File: src/rtl/svr_pkg.sv
package svr_pkg;
  localparam int CODE_W = 8;
  localparam int COEF_W = CODE_W + 1;
  localparam int FRAC_W = 8;
  localparam int SPAN   = (1 << CODE_W) - 1;

  typedef enum logic [1:0] {
    DIR_HOLD = 2'd0,
    DIR_UP   = 2'd1,
    DIR_DOWN = 2'd2
  } ramp_dir_e;

  // Linear gain in units of 1/256; the top code maps to exactly unity.
  function automatic logic [COEF_W-1:0] gain_coef(input logic [CODE_W-1:0] code);
    if (code == '1) return COEF_W'(1) << FRAC_W;
    return {1'b0, code};
  endfunction
endpackage

File: src/rtl/ramp_ctrl.sv
module ramp_ctrl
  import svr_pkg::*;
#(
  parameter int LONG_STEPS  = 1061,
  parameter int SHORT_STEPS = 256
) (
  input  logic              clk,
  input  logic              rst_n,
  input  logic              strobe,
  input  logic              fast_sel,
  input  logic              path_en,
  input  logic [CODE_W-1:0] target_code,
  output logic [CODE_W-1:0] cur_code,
  output logic              ramp_done
);
  localparam int MAXN  = (LONG_STEPS > SHORT_STEPS) ? LONG_STEPS : SHORT_STEPS;
  localparam int ACC_W = $clog2(MAXN + SPAN + 1);

  logic [ACC_W-1:0]  acc, acc_sum, acc_rem, period;
  logic [CODE_W-1:0] goal;
  ramp_dir_e         dir;
  logic              step_due;

  assign goal     = path_en ? target_code : '0;
  assign period   = fast_sel ? ACC_W'(SHORT_STEPS) : ACC_W'(LONG_STEPS);
  assign acc_sum  = acc + ACC_W'(SPAN);
  assign acc_rem  = acc_sum - period;
  assign step_due = strobe && (dir != DIR_HOLD) && (acc_sum >= period);
  assign ramp_done = (dir == DIR_HOLD);

  always_comb begin
    if (cur_code < goal)      dir = DIR_UP;
    else if (cur_code > goal) dir = DIR_DOWN;
    else                      dir = DIR_HOLD;
  end

  always_ff @(posedge clk) begin
    if (!rst_n) begin
      cur_code <= '0;
      acc      <= '0;
    end else if (dir == DIR_HOLD) begin
      acc <= '0;
    end else if (strobe) begin
      if (step_due) begin
        acc      <= (acc_rem >= period) ? '0 : acc_rem;
        cur_code <= (dir == DIR_UP) ? cur_code + 1'b1 : cur_code - 1'b1;
      end else begin
        acc <= acc_sum;
      end
    end
  end

  assert_step_one_R7: assert property (@(posedge clk) disable iff (!rst_n)
    1'b1 |=> (cur_code == $past(cur_code)) || (cur_code == $past(cur_code) + 1'b1)
             || (cur_code == $past(cur_code) - 1'b1));

  assert_hold_no_strobe_R11: assert property (@(posedge clk) disable iff (!rst_n)
    !strobe |=> $stable(cur_code));

  assert_no_overshoot_up_R8: assert property (@(posedge clk) disable iff (!rst_n)
    (dir == DIR_UP) |=> cur_code <= $past(goal));

  assert_no_overshoot_down_R8: assert property (@(posedge clk) disable iff (!rst_n)
    (dir == DIR_DOWN) |=> cur_code >= $past(goal));

  always_comb begin
    if (rst_n) assert_acc_range_R5: assert (acc < ACC_W'(MAXN));
  end
endmodule

File: src/rtl/gain_mult.sv
module gain_mult
  import svr_pkg::*;
#(
  parameter int SAMPLE_W = 16
) (
  input  logic                       clk,
  input  logic                       rst_n,
  input  logic                       valid,
  input  logic signed [SAMPLE_W-1:0] sample,
  input  logic [CODE_W-1:0]          code,
  output logic signed [SAMPLE_W-1:0] out_sample
);
  localparam int PROD_W = SAMPLE_W + COEF_W + 1;
  localparam logic signed [PROD_W-1:0] MAXV = PROD_W'((64'sd1 <<< (SAMPLE_W - 1)) - 1);
  localparam logic signed [PROD_W-1:0] MINV = -MAXV - 1;

  function automatic logic signed [SAMPLE_W-1:0] scale_sat(
    input logic signed [SAMPLE_W-1:0] s, input logic [CODE_W-1:0] c);
    logic signed [PROD_W-1:0] prod, rnd, sh;
    if (c == '0) return '0;
    prod = PROD_W'(s) * PROD_W'($signed({1'b0, gain_coef(c)}));
    rnd  = prod + (PROD_W'(1) <<< (FRAC_W - 1));
    sh   = rnd >>> FRAC_W;
    if (sh > MAXV) return SAMPLE_W'(MAXV);
    if (sh < MINV) return SAMPLE_W'(MINV);
    return SAMPLE_W'(sh);
  endfunction

  always_ff @(posedge clk) begin
    if (!rst_n)     out_sample <= '0;
    else if (valid) out_sample <= scale_sat(sample, code);
  end

  assert_mute_zero_R4: assert property (@(posedge clk) disable iff (!rst_n)
    (valid && code == '0) |=> out_sample == '0);

  assert_unity_pass_R2: assert property (@(posedge clk) disable iff (!rst_n)
    (valid && code == '1) |=> out_sample == $past(sample));
endmodule

File: src/rtl/soft_vol_ramp.sv
module soft_vol_ramp
  import svr_pkg::*;
#(
  parameter int SAMPLE_W    = 16,
  parameter int LONG_STEPS  = 1061,
  parameter int SHORT_STEPS = 256
) (
  input  logic                       clk,
  input  logic                       rst_n,
  input  logic                       smp_valid,
  input  logic signed [SAMPLE_W-1:0] smp_left,
  input  logic signed [SAMPLE_W-1:0] smp_right,
  input  logic [CODE_W-1:0]          target_code,
  input  logic                       fast_sel,
  input  logic                       path_en,
  output logic                       out_valid,
  output logic signed [SAMPLE_W-1:0] out_left,
  output logic signed [SAMPLE_W-1:0] out_right,
  output logic                       ramp_done
);
  localparam int NCH = 2;

  logic [CODE_W-1:0]          cur_code;
  logic signed [SAMPLE_W-1:0] ch_in  [NCH];
  logic signed [SAMPLE_W-1:0] ch_out [NCH];

  assign ch_in[0]  = smp_left;
  assign ch_in[1]  = smp_right;
  assign out_left  = ch_out[0];
  assign out_right = ch_out[1];

  ramp_ctrl #(.LONG_STEPS(LONG_STEPS), .SHORT_STEPS(SHORT_STEPS)) u_ramp (
    .clk(clk), .rst_n(rst_n), .strobe(smp_valid), .fast_sel(fast_sel),
    .path_en(path_en), .target_code(target_code),
    .cur_code(cur_code), .ramp_done(ramp_done)
  );

  for (genvar g = 0; g < NCH; g++) begin : g_ch
    gain_mult #(.SAMPLE_W(SAMPLE_W)) u_mult (
      .clk(clk), .rst_n(rst_n), .valid(smp_valid),
      .sample(ch_in[g]), .code(cur_code), .out_sample(ch_out[g])
    );
  end

  always_ff @(posedge clk) begin
    if (!rst_n) out_valid <= 1'b0;
    else        out_valid <= smp_valid;
  end

  assert_reset_quiet_R1: assert property (@(posedge clk)
    !rst_n |=> (out_valid == 1'b0 && out_left == '0 && out_right == '0));
endmodule

File: config.mk
export PLATFORM = sky130hd
export DESIGN_NAME = soft_vol_ramp
export DESIGN_NICKNAME = d
export VERILOG_FILES = /design/src/rtl/svr_pkg.sv /design/src/rtl/ramp_ctrl.sv /design/src/rtl/gain_mult.sv /design/src/rtl/soft_vol_ramp.sv
export SDC_FILE = /design/constraint.sdc
export NUM_CORES = 1
export LEC_CHECK = 0
export ABC_AREA = 1
export ABC_CLOCK_PERIOD_IN_PS = 5900
export BUFFER_PORTS_ARGS = -buffer_cell sky130_fd_sc_hd__buf_2
export CAP_MARGIN = 10
export CORE_ASPECT_RATIO = 0.7
export CORE_MARGIN = 2
export CORE_UTILIZATION = 55
export DETAILED_ROUTE_END_ITERATION = 10
export HOLD_SLACK_MARGIN = 0.1
export PLACE_DENSITY = 0.87
export SLEW_MARGIN = 20
export SYNTH_ARGS = -nofsm -noshare
export SYNTH_HDL_FRONTEND = slang
export SYNTH_SLANG_ARGS = --single-unit
File: constraint.sdc
create_clock -name clk -period 5.9 [get_ports clk]
set_input_delay 1.18 -clock clk [delete_from_list [all_inputs] [get_ports clk]]
set_output_delay 1.18 -clock clk [all_outputs]
set_load 0.02 [all_outputs]
==> results of run 1 <==
==> cell type report <==
class                   instances  area [sq um]
fillers                      1866          7815
clock buffers                   6         128.9
diodes                          6         15.01
repair buffers                352          2653
multi-input cells            1431         12790
clock inverters                 2         16.27
inverters                     488          1856
well taps                     364         455.4
flip-flops and latches         52          1050
==> per-layer routing <==
metal | share of wire | vias up | GRT usage | routed length [um]
met5 | 0.00026 | - | 0 | 13
met4 | 0.045 | 2 | 0.1207 | 2213
met3 | 0.12 | 212 | 0.06891 | 5827
met2 | 0.44 | 960 | 0.5401 | 21920
met1 | 0.39 | 7213 | 0.4588 | 19370
li1 | - | 6672 | - | -
==> registers in the layout, indices dropped and copies added (netlist names) <==
register	count
u_ramp.acc	11
g_ch.u_mult.out_sample	32
u_ramp.cur_code	8
out_valid	1
==> layout by cell type, fill, tap and decap left out, drive strengths merged, types with 2 or more instances in the layout <==
| master | count |
|---|---|
| a211oi | 2 |
| a21boi | 4 |
| a21o | 18 |
| a21oi | 108 |
| a31oi | 5 |
| buf | 351 |
| clkbuf | 7 |
| clkinv | 4 |
| clkinvlp | 3 |
| dfxtp | 52 |
| diode | 6 |
| fa | 245 |
| ha | 172 |
| inv | 483 |
| nand2 | 451 |
| nand3 | 40 |
| nand3b | 3 |
| nand4 | 17 |
| nor2 | 221 |
| nor3 | 14 |
| nor4 | 4 |
| o21a | 6 |
| o21ai | 54 |
| o21bai | 5 |
| xnor2 | 24 |
| xor2 | 32 |
==> how the worst max path moves through the flow <==
| stage | startpoint | end | depth (start not counted) | slack, ns |
|---|---|---|---|---|
| final | u_ramp.cur_code[2]$_SDFFE_PN0P_ | g_ch[1].u_mult.out_sample[10]$_SDFFE_PN0P_ | 31 | -0.24 |
| after global routing | u_ramp.cur_code[2]$_SDFFE_PN0P_ | g_ch[1].u_mult.out_sample[7]$_SDFFE_PN0P_ | 32 | -0.38 |
| after CTS | u_ramp.cur_code[3]$_SDFFE_PN0P_ | g_ch[1].u_mult.out_sample[13]$_SDFFE_PN0P_ | 32 | -0.05 |
| after detailed placement | smp_right[15] | g_ch[1].u_mult.out_sample[13]$_SDFFE_PN0P_ | 25 | -0.67 |
| after global placement | smp_left[15] | g_ch[0].u_mult.out_sample[0]$_SDFFE_PN0P_ | 25 | -0.47 |
| after floorplan | smp_left[15] | g_ch[0].u_mult.out_sample[11]$_SDFFE_PN0P_ | 25 | 0.003 |
==> critical path, delay by kind of cell (launching register included) <==
kind            cells  cell delay [ns]
compound gates      5             0.79
fa+ha+maj           6             2.87
buf+inv             7             0.73
flops               1             0.34
simple gates       13             1.30
==> through the flow <==
step                instance area (sq um)  hold slack, ns  setup slack [ns]  utilization  TNS, ns
floorplan                           15070          0.5110          0.002992            -        0
global placement                    17620          0.4560           -0.4652       0.6581   -13.28
detailed placement                  17620          0.4654           -0.6697       0.6581   -18.54
CTS                                 18560          0.4758          -0.05205       0.6933  -0.3138
global route                        18960          0.4964           -0.3846       0.7080   -10.30
finish                              18960          0.4733           -0.2371       0.7081   -5.315
==> what timing repair did <==
action,in CTS,in global routing
pin swaps,53,39
buffers inserted,19,6
gates resized for setup,132,85
setup endpoints to repair,32,32
cloned,4,1
==> cells by family after synthesis <==
family | count (synthesis)
simple gates | 750
xor+xnor | 56
buf+inv | 535
flops | 52
compound gates | 204
fa+ha+maj | 417
==> metrics.md, run 1 <==
| Metric | Value |
|---|---|
| Share of layout cells above drive strength 1 | `0.2625` |
| Synth cell types | `43` |
| DP Wirelength | `37.20 mm` |
| Number of enable flip-flop cells after synthesis | `0` |
| Failing checks | `setup timing` |
| Final Max Slew Viols | `0` |
| CP startpoint kind | `flip-flop` |
| Most common cell in the synthesized netlist | `inv_1` |
| DRT iter0 DRCs | `1,778` |
| Clock-pin slew on the worst setup and hold paths | `0.08 ns` |
| Critical path's slowest cell | `fa_2` |
| DR WL/cell | `18.27 um` |
| Hold Crit Depth | `2` |
| Min Clock Period, post-route | `6.137 ns` |
| Part of the cycle the worst path needs | `1.040` |
| Setup WS post-layout | `-0.2371 ns` |
| CP most frequent cell | `nand2_1` |
| Core ar. | `26,780 sq um` |
| Crit path kind | `flip-flop to flip-flop` |
| Run status | `finished, violations left` |
| Synth Area in Compound Gates | `0.08063` |
| Drt pass-1 iters | `7` |
| Fin nets | `2,792` |
| Num ports | `79` |
| Gr usage total | `0.3379` |
| Critical R2R Capture | `g_ch[1].u_mult.out_sample[10]$_SDFFE_PN0P_` |
| Worst setup EP type | `flip-flop` |
| Main combinational cell family by area after synthesis | `adder cells` |
| Critical Path Max Stage Delay | `0.60 ns` |
| Top post-synthesis cells by count | `479 x inv_1, 415 x nand2_1, 245 x fa_1` |
| Initial core utilization | `0.5610` |
| Post-Synth Adder-Cell Area | `0.4698` |
| # placed instances | `2,657` |
| Final Hold Viols | `0` |
| Clock tree skew after final layout | `0.01778 ns` |
| CTS tree | `done` |
| Post-route ant nets | `0` |
| Seq/Total Area, Yosys | `0.06930` |
| Total gr overflow | `0` |
| IO buf count | `78` |
| Synth top area share | `0.3265` |
| Antenna violations before repair | `6` |
| Post-Syn Area | `15,020 sq um` |
| Drt drc | `0` |
| Vias after detailed routing | `15,060` |
| RSZ-0062 raised after global routing | `yes` |
| Die Y | `142.3 um` |
| Slew headroom | `0.2859` |
| Ys flop type | `dfxtp_1` |
| H-tree levels | `2` |
| Ys async rst share | `0` |
| Fmax | `162.9 MHz` |
| Clk Latency, worst-skew pair | `0.31 ns` |
| Reg2reg start | `u_ramp.cur_code[2]$_SDFFE_PN0P_` |
| First-pass GRT wire length | `76.96 mm` |
| Max FO, Critical Path | `8` |
| Min-Delay Path Class | `flip-flop to flip-flop` |
| Non-filler instance count after layout | `2,701` |
| Tightest Pin Transition | `1.065 ns` |
| Post-synthesis instance total | `2,014` |
| WL final | `49.35 mm` |
| Die X | `201.5 um` |
| CTS Buffer Depth | `2` |
| Vias in the first global route | `15,420` |
| Worst path required time | `6.14 ns` |
| Hold path start | `g_ch[1].u_mult.out_sample[5]$_SDFFE_PN0P_` |
| DIE AREA | `28,670 sq um` |
| Mean post-synth cell area | `7.458 sq um` |
| Largest net degree at the start of global routing | `44` |
| # setup viols final | `31` |
| Dominant cell type by area after synthesis | `fa_1` |
| Synth area leaders | `fa_1 33%, ha_1 14%, inv_1 12%` |
| Row Count | `50` |
| Root buf cell | `clkbuf_16` |
| YS warnings | `0` |
| Num Clock Sinks | `52` |
| Reg2Reg Setup Slack | `-0.24 ns` |
| #FFs+latches synth | `52` |
| XOR/XNOR Fraction of Synth Area | `0.03315` |
| CTS hold repair buffers | `0` |
| CTS Buf Count | `5` |
| Area Overhead vs Synth | `26.23%` |
| Reg2reg path depth | `31` |
| Vias per cell | `5.575` |
| Multiplexer area fraction after synthesis | `0` |
| Simple-gate portion of the synthesized area | `0.2087` |
| Syn_nets | `2,476` |
| Worst Hold End | `g_ch[1].u_mult.out_sample[5]$_SDFFE_PN0P_` |
| Max_cap viols | `0` |
| Critical path data arrival time | `6.38 ns` |
| RePlAce Congestion | `1.006` |
Power of run 1 is left out: the tool's default activity adds up to more than one toggle a clock period on the data nets, which glitch-free logic cannot reach.
==> run 2: changes to the inputs <==
--- a/config.mk
+++ b/config.mk
@@ -6,7 +6,7 @@
 export NUM_CORES = 1
 export LEC_CHECK = 0
 export ABC_AREA = 1
-export ABC_CLOCK_PERIOD_IN_PS = 5900
+export ABC_CLOCK_PERIOD_IN_PS = 7100
 export BUFFER_PORTS_ARGS = -buffer_cell sky130_fd_sc_hd__buf_2
 export CAP_MARGIN = 10
 export CORE_ASPECT_RATIO = 0.7
@@ -14,7 +14,8 @@
 export CORE_UTILIZATION = 55
 export DETAILED_ROUTE_END_ITERATION = 10
 export HOLD_SLACK_MARGIN = 0.1
-export PLACE_DENSITY = 0.87
+export PLACE_DENSITY = 0.84
+export RECOVER_POWER = 25
 export SLEW_MARGIN = 20
 export SYNTH_ARGS = -nofsm -noshare
 export SYNTH_HDL_FRONTEND = slang
==> constraint.sdc (replaced) <==
create_clock -name clk -period 7.1 [get_ports clk]
set_input_delay 1.42 -clock clk [delete_from_list [all_inputs] [get_ports clk]]
set_output_delay 1.42 -clock clk [all_outputs]
set_load 0.02 [all_outputs]
==> run 2 against run 1 <==
Compared with the run above:
- routed wire length decreased by 20%
- clock skew down 0.0067 ns
- die area unchanged
- first-iteration DRC count is 39% lower
- global-route usage is 4.4 points lower
- hold slack better by 0.0019 ns
- count of clock-buffer cells in the layout is 1 lower
- the run now ends clean
- cell area is 16% lower
==> metrics.md, run 2 (same netlist as run 1, synthesis figures left out) <==
| Metric | Value |
|---|---|
| Fin nets | `2,539 (-9.1%)` |
| WL final | `39.39 mm (-20%)` |
| Final Max Slew Viols | `0 (unchanged)` |
| Die Y | `142.3 um (unchanged)` |
| Max FO, Critical Path | `15 (+7)` |
| IO buf count | `78 (unchanged)` |
| Setup WS post-layout | `0.4145 ns (+0.6516 ns)` |
| CTS Buf Count | `5 (unchanged)` |
| Worst path required time | `7.35 ns (+1.21 ns)` |
| Critical path data arrival time | `6.93 ns (+0.55 ns)` |
| # placed instances | `2,432 (-8.5%)` |
| Min-Delay Path Class | `flip-flop to flip-flop` |
| Worst setup EP type | `flip-flop` |
| DP Wirelength | `32.98 mm (-11%)` |
| Hold Crit Depth | `2 (unchanged)` |
| Area Overhead vs Synth | `6.464%` |
| Met3 WL | `4.275 mm (-27%)` |
| Total gr overflow | `0 (unchanged)` |
| Vias in the first global route | `13,640 (-12%)` |
| DRT iter0 DRCs | `1,088 (-39%)` |
| Tightest Pin Transition | `1.052 ns (-0.01212 ns)` |
| H-tree levels | `2 (unchanged)` |
| Crit path kind | `input pin to flip-flop` |
| Drt drc | `0 (unchanged)` |
| WL met2 | `16.74 mm (-24%)` |
| Num Clock Sinks | `52 (unchanged)` |
| Root buf cell | `clkbuf_16` |
| Highest metal used | `met4` |
| Fmax | `149.6 MHz` |
| Gr usage total | `0.2934 (-0.04446)` |
| Num ports | `79 (unchanged)` |
| DRT met1 WL | `17.66 mm (-8.9%)` |
| Most frequent cells in the layout | `476 x inv_1, 415 x nand2_1, 245 x fa_1` |
| Clock tree skew after final layout | `0.01112 ns (-0.006661 ns)` |
| Row Count | `50 (unchanged)` |
| Post-route ant nets | `0 (unchanged)` |
| Non-filler instance count after layout | `2,443 (-9.6%)` |
| Critical Path Max Stage Delay | `0.62 ns (+0.02 ns)` |
| CTS Buffer Depth | `2 (unchanged)` |
| Max_cap viols | `0 (unchanged)` |
| Drt pass-1 iters | `6 (-1)` |
| CTS tree | `done` |
| DIE AREA | `28,670 sq um (unchanged)` |
| Initial core utilization | `0.5610 (unchanged)` |
| Vias after detailed routing | `13,080 (-13%)` |
| First-pass GRT wire length | `67.12 mm (-13%)` |
| Setup WS pre-CTS | `0.1951 ns (+0.8648 ns)` |
| CTS hold repair buffers | `0 (unchanged)` |
| Vias per cell | `5.354 (-4.0%)` |
| RSZ-0062 raised after global routing | `no` |
| Critical path's slowest cell | `fa_1` |
| Reg2reg path depth | `30 (-3.2%)` |
| Most common cell after layout, fill and taps aside | `inv_1` |
| # setup viols final | `0 (-100%)` |
| Setup TNS | `0 ns (+5.315 ns)` |
| DR WL/cell | `16.12 um (-12%)` |
| Regs by FF count | `g_ch.u_mult.out_sample (32), u_ramp.acc (11), u_ramp.cur_code (8)` |
| RePlAce Congestion | `0.9919 (-1.4%)` |
| Core Util, Final | `0.5972 (-0.1109)` |
| Largest net degree at the start of global routing | `44 (unchanged)` |
| Final-layout fill cell count | `2,483 (+33%)` |
| Run status | `completed` |
| Core ar. | `26,780 sq um (unchanged)` |
| CP startpoint kind | `input pin` |
| Clock-pin slew on the worst setup and hold paths | `0.08 ns (about the same)` |
| Share of layout cells above drive strength 1 | `0.08422 (-0.1783)` |
| Part of the cycle the worst path needs | `0.9416` |
| Slew headroom | `0.2940 (+0.008127)` |
| Antenna violations before repair | `1 (-5)` |
| Clk Latency, worst-skew pair | `0.31 ns (about the same)` |
| Min Clock Period, post-route | `6.686 ns` |
| Max reg flops | `32 (unchanged)` |
| Most flops, register | `g_ch.u_mult.out_sample` |
| Final Hold Viols | `0 (unchanged)` |
| Die X | `201.5 um (unchanged)` |
[run 2: critical path, delay by kind of cell]
kind | cells | cell delay, ns
AOI/OAI and AO/OA | 5 | 0.99
adders and majority gates | 6 | 2.95
buffers and inverters | 6 | 0.59
and+or+nand+nor | 8 | 0.97
[run 2: path summary, 6_finish.rpt]
| kind | start | end | slack (ns) |
|---|---|---|---|
| worst max-delay path | smp_right[15] | g_ch[1].u_mult.out_sample[13]$_SDFFE_PN0P_ | 0.41 |
| worst min-delay path | g_ch[0].u_mult.out_sample[15]$_SDFFE_PN0P_ | g_ch[0].u_mult.out_sample[15]$_SDFFE_PN0P_ | 0.48 |
| worst max register to register | u_ramp.cur_code[1]$_SDFFE_PN0P_ | g_ch[1].u_mult.out_sample[13]$_SDFFE_PN0P_ | 0.45 |
| worst min register to register | g_ch[0].u_mult.out_sample[15]$_SDFFE_PN0P_ | g_ch[0].u_mult.out_sample[15]$_SDFFE_PN0P_ | 0.48 |
[run 2: timing repair]
action                                  4_1_cts  5_1_grt
endpoints found under the setup margin        0       30
buffers inserted                              0        2
resized for setup                             0        7
hold endpoints to repair                      0        0
[run 2: area by class of cell]
cell class	count	area, sq um	share of cell area
Sequential cell	52	1041	0.06510
Antenna cell	1	2.502	0.0001565
Clock buffer	5	125.1	0.007824
Inverter	488	1839	0.1150
Tap cell	364	455.4	0.02848
Multi-Input combinational cell	1427	11920	0.7455
Clock inverter	3	42.54	0.002660
Timing Repair Buffer	103	564.3	0.03529
[run 2: metal layers]
metal,global-route usage,vias up
li1,-,6150
met1,0.4222,6291
met2,0.4584,588
met3,0.06525,51
met4,0.05650,0
met5,0,-
[run 2: stage by stage]
step | cell area, sq um | hold slack [ns]
global route | 15990 | 0.4989
detailed placement | 15810 | 0.4657
floorplan | 15020 | 0.4982
global placement | 15810 | 0.4642
CTS | 15980 | 0.4797
finish | 15990 | 0.4752
Power of run 2 is left out for the same reason.
==> run 3: changes to the inputs <==
==> constraint.sdc (replaced) <==
create_clock -name clk -period 7.1 [get_ports clk]
set_input_delay 1.065 -clock clk [delete_from_list [all_inputs] [get_ports clk]]
set_output_delay 1.065 -clock clk [all_outputs]
set_load 0.02 [all_outputs]
==> run 3 against run 2 <==
Compared with the run above:
- flip-flop and latch count unchanged
- non-clock buffer count decreased by 4
- highest routed layer unchanged
- clock skew decreased by 0.0044 ns
- critical path depth increased by 8
- count of clock-buffer cells in the layout unchanged
- final cell count decreased by 0.16%
- critical path type is now flip-flop to flip-flop
- sequential share of layout area about the same
- routed wire length decreased by 0.99%
- via count increased by 0.67%
==> metrics.md, run 3 (same netlist as run 1, synthesis figures left out) <==
| Metric | Value |
|---|---|
| Run status | `completed` |
| Slew headroom | `0.2715 (-0.02251)` |
| Setup WS post-layout | `0.3660 ns (-0.04850 ns)` |
| # placed instances | `2,428 (-0.16%)` |
| Min-Delay Path Class | `flip-flop to flip-flop` |
| CP most frequent cell | `nand2_1` |
| Gr usage total | `0.2877 (-0.005708)` |
| Drt pass-1 iters | `6 (unchanged)` |
| Total gr overflow | `0 (unchanged)` |
| Die Y | `142.3 um (unchanged)` |
| DIE AREA | `28,670 sq um (unchanged)` |
| Final-layout fill cell count | `2,430 (-2.1%)` |
| Final Max Slew Viols | `0 (unchanged)` |
| Clock tree skew after final layout | `0.006670 ns (-0.004445 ns)` |
| IO buf count | `78 (unchanged)` |
| Worst path required time | `7.34 ns (about the same)` |
| Reg2reg path depth | `33 (+10%)` |
| # setup viols final | `0 (unchanged)` |
| Vias per cell | `5.399 (+0.84%)` |
| Hold Crit Depth | `2 (unchanged)` |
| Worst Hold End | `g_ch[0].u_mult.out_sample[15]$_SDFFE_PN0P_` |
| WL final | `39.00 mm (-0.99%)` |
| Dpl cell area | `15,780 sq um (-0.19%)` |
| Share of layout cells above drive strength 1 | `0.08149 (-0.002731)` |
| Critical R2R Capture | `g_ch[1].u_mult.out_sample[3]$_SDFFE_PN0P_` |
| Vias after detailed routing | `13,170 (+0.67%)` |
| Max reg flops | `32 (unchanged)` |
| CP startpoint kind | `flip-flop` |
| Fin area | `15,980 sq um (about the same)` |
| RePlAce Congestion | `0.9862 (-0.57%)` |
| Origin of the worst setup path | `u_ramp.cur_code[1]$_SDFFE_PN0P_` |
| Area Overhead vs Synth | `6.364% (about the same)` |
| Antenna violations before repair | `1 (unchanged)` |
| Sequential cell area | `1041 sq um (unchanged)` |
| Drt drc | `0 (unchanged)` |
| Num ports | `79 (unchanged)` |
| Part of the cycle the worst path needs | `0.9485 (+0.006832)` |
| Die X | `201.5 um (unchanged)` |
| Core ar. | `26,780 sq um (unchanged)` |
| Setup WS pre-CTS | `0.4087 ns (+0.2136 ns)` |
| Fmax | `148.5 MHz (-0.72%)` |
| Post-route ant nets | `0 (unchanged)` |
| CTS Buffer Depth | `2 (unchanged)` |
| Root buf cell | `clkbuf_16` |
| Multi-input gate area | `11,910 sq um (about the same)` |
| Clk Latency, worst-skew pair | `0.31 ns (about the same)` |
| DP Wirelength | `32.82 mm (-0.49%)` |
| Regs by FF count | `g_ch.u_mult.out_sample (32), u_ramp.acc (11), u_ramp.cur_code (8)` |
| Row Count | `50 (unchanged)` |
| Reg2Reg Setup Slack | `0.37 ns (-0.08 ns)` |
| Most frequent cells in the layout | `477 x inv_1, 415 x nand2_1, 245 x fa_1` |
| Final Hold Viols | `0 (unchanged)` |
| Setup TNS | `0 ns (unchanged)` |
| Crit path kind | `flip-flop to flip-flop` |
| Non-filler instance count after layout | `2,439 (-0.16%)` |
| H-tree levels | `2 (unchanged)` |
| Num Clock Sinks | `52 (unchanged)` |
| Largest net degree at the start of global routing | `44 (unchanged)` |
| DRT iter0 DRCs | `1,146 (+5.3%)` |
| Worst setup EP type | `flip-flop` |
| Critical Path Max Stage Delay | `0.65 ns (+0.03 ns)` |
| Fin nets | `2,535 (-0.16%)` |
| Most flops, register | `g_ch.u_mult.out_sample` |
| Critical path data arrival time | `6.97 ns (+0.04 ns)` |
| Min Clock Period, post-route | `6.734 ns (+0.04850 ns)` |
| Hold path start | `g_ch[0].u_mult.out_sample[15]$_SDFFE_PN0P_` |
| Most common cell after layout, fill and taps aside | `inv_1` |
| Critical path's slowest cell | `fa_1` |
| Tightest Pin Transition | `1.086 ns (+0.03356 ns)` |
| Clock-pin slew on the worst setup and hold paths | `0.07 ns (about the same)` |
| CTS Buf Count | `5 (unchanged)` |
| Vias in the first global route | `13,330 (-2.3%)` |
| First-pass GRT wire length | `65.90 mm (-1.8%)` |
| Reg2reg start | `u_ramp.cur_code[1]$_SDFFE_PN0P_` |
| CTS tree | `done` |
| Initial core utilization | `0.5610 (unchanged)` |
| Max_cap viols | `0 (unchanged)` |
| Max FO, Critical Path | `15 (unchanged)` |
| DR WL/cell | `15.99 um (-0.82%)` |
## run 3: cell count changes in the layout (fill, tap and decap cells not counted), sizes merged
cell | previous run | this run
buf | 82 | 78
## run 3: worst max-delay path: cells and delay by family, from the launching register on
family	cells	cell delay (ns)
adder cells (fa/ha/maj)	6	2.83
flip-flops	1	0.30
AND/OR/NAND/NOR	17	2.22
AO/OA/AOI/OAI	1	0.15
buffers and inverters	9	1.16
## run 3: area by class of cell
cell class / count / share of cell area
well taps: 364 / 0.02851
flip-flops and latches: 52 / 0.06516
multi-input cells: 1427 / 0.7456
clock buffers: 5 / 0.007831
inverters: 488 / 0.1151
repair buffers: 99 / 0.03501
diodes: 1 / 0.0001566
clock inverters: 3 / 0.002663
## run 3: repair_timing
| item | in CTS | in global routing |
|---|---|---|
| hold buffers | 0 | 0 |
| gates resized for setup | 0 | 3 |
| endpoints found under the setup margin | 0 | 15 |
| buffers inserted | 0 | 2 |
## run 3: per-stage QoR
step / util / hold WS [ns]
floorplan: - / 0.4982
global placement: 0.5893 / 0.4598
detailed placement: 0.5893 / 0.4618
CTS: 0.5956 / 0.4789
global route: 0.5967 / 0.4978
finish: 0.5967 / 0.4771
## run 3: layer usage
layer,GRT usage,vias up,wire (um)
met5,0,-,0
met4,0.06656,0,860
met3,0.08265,68,4812
met2,0.4394,647,16380
met1,0.4057,6299,16950
li1,-,6154,-
## run 3: how the worst max path moves through the flow
stage	depth (start not counted)	to	slack (ns)
detailed placement	30	g_ch[1].u_mult.out_sample[0]$_SDFFE_PN0P_	0.41
finish	33	g_ch[1].u_mult.out_sample[3]$_SDFFE_PN0P_	0.37
global placement	27	g_ch[1].u_mult.out_sample[6]$_SDFFE_PN0P_	0.54
CTS	30	g_ch[1].u_mult.out_sample[0]$_SDFFE_PN0P_	0.38
floorplan	33	g_ch[0].u_mult.out_sample[14]$_SDFFE_PN0P_	0.94
global route	31	g_ch[0].u_mult.out_sample[3]$_SDFFE_PN0P_	-0.05
Power of run 3 is left out for the same reason.
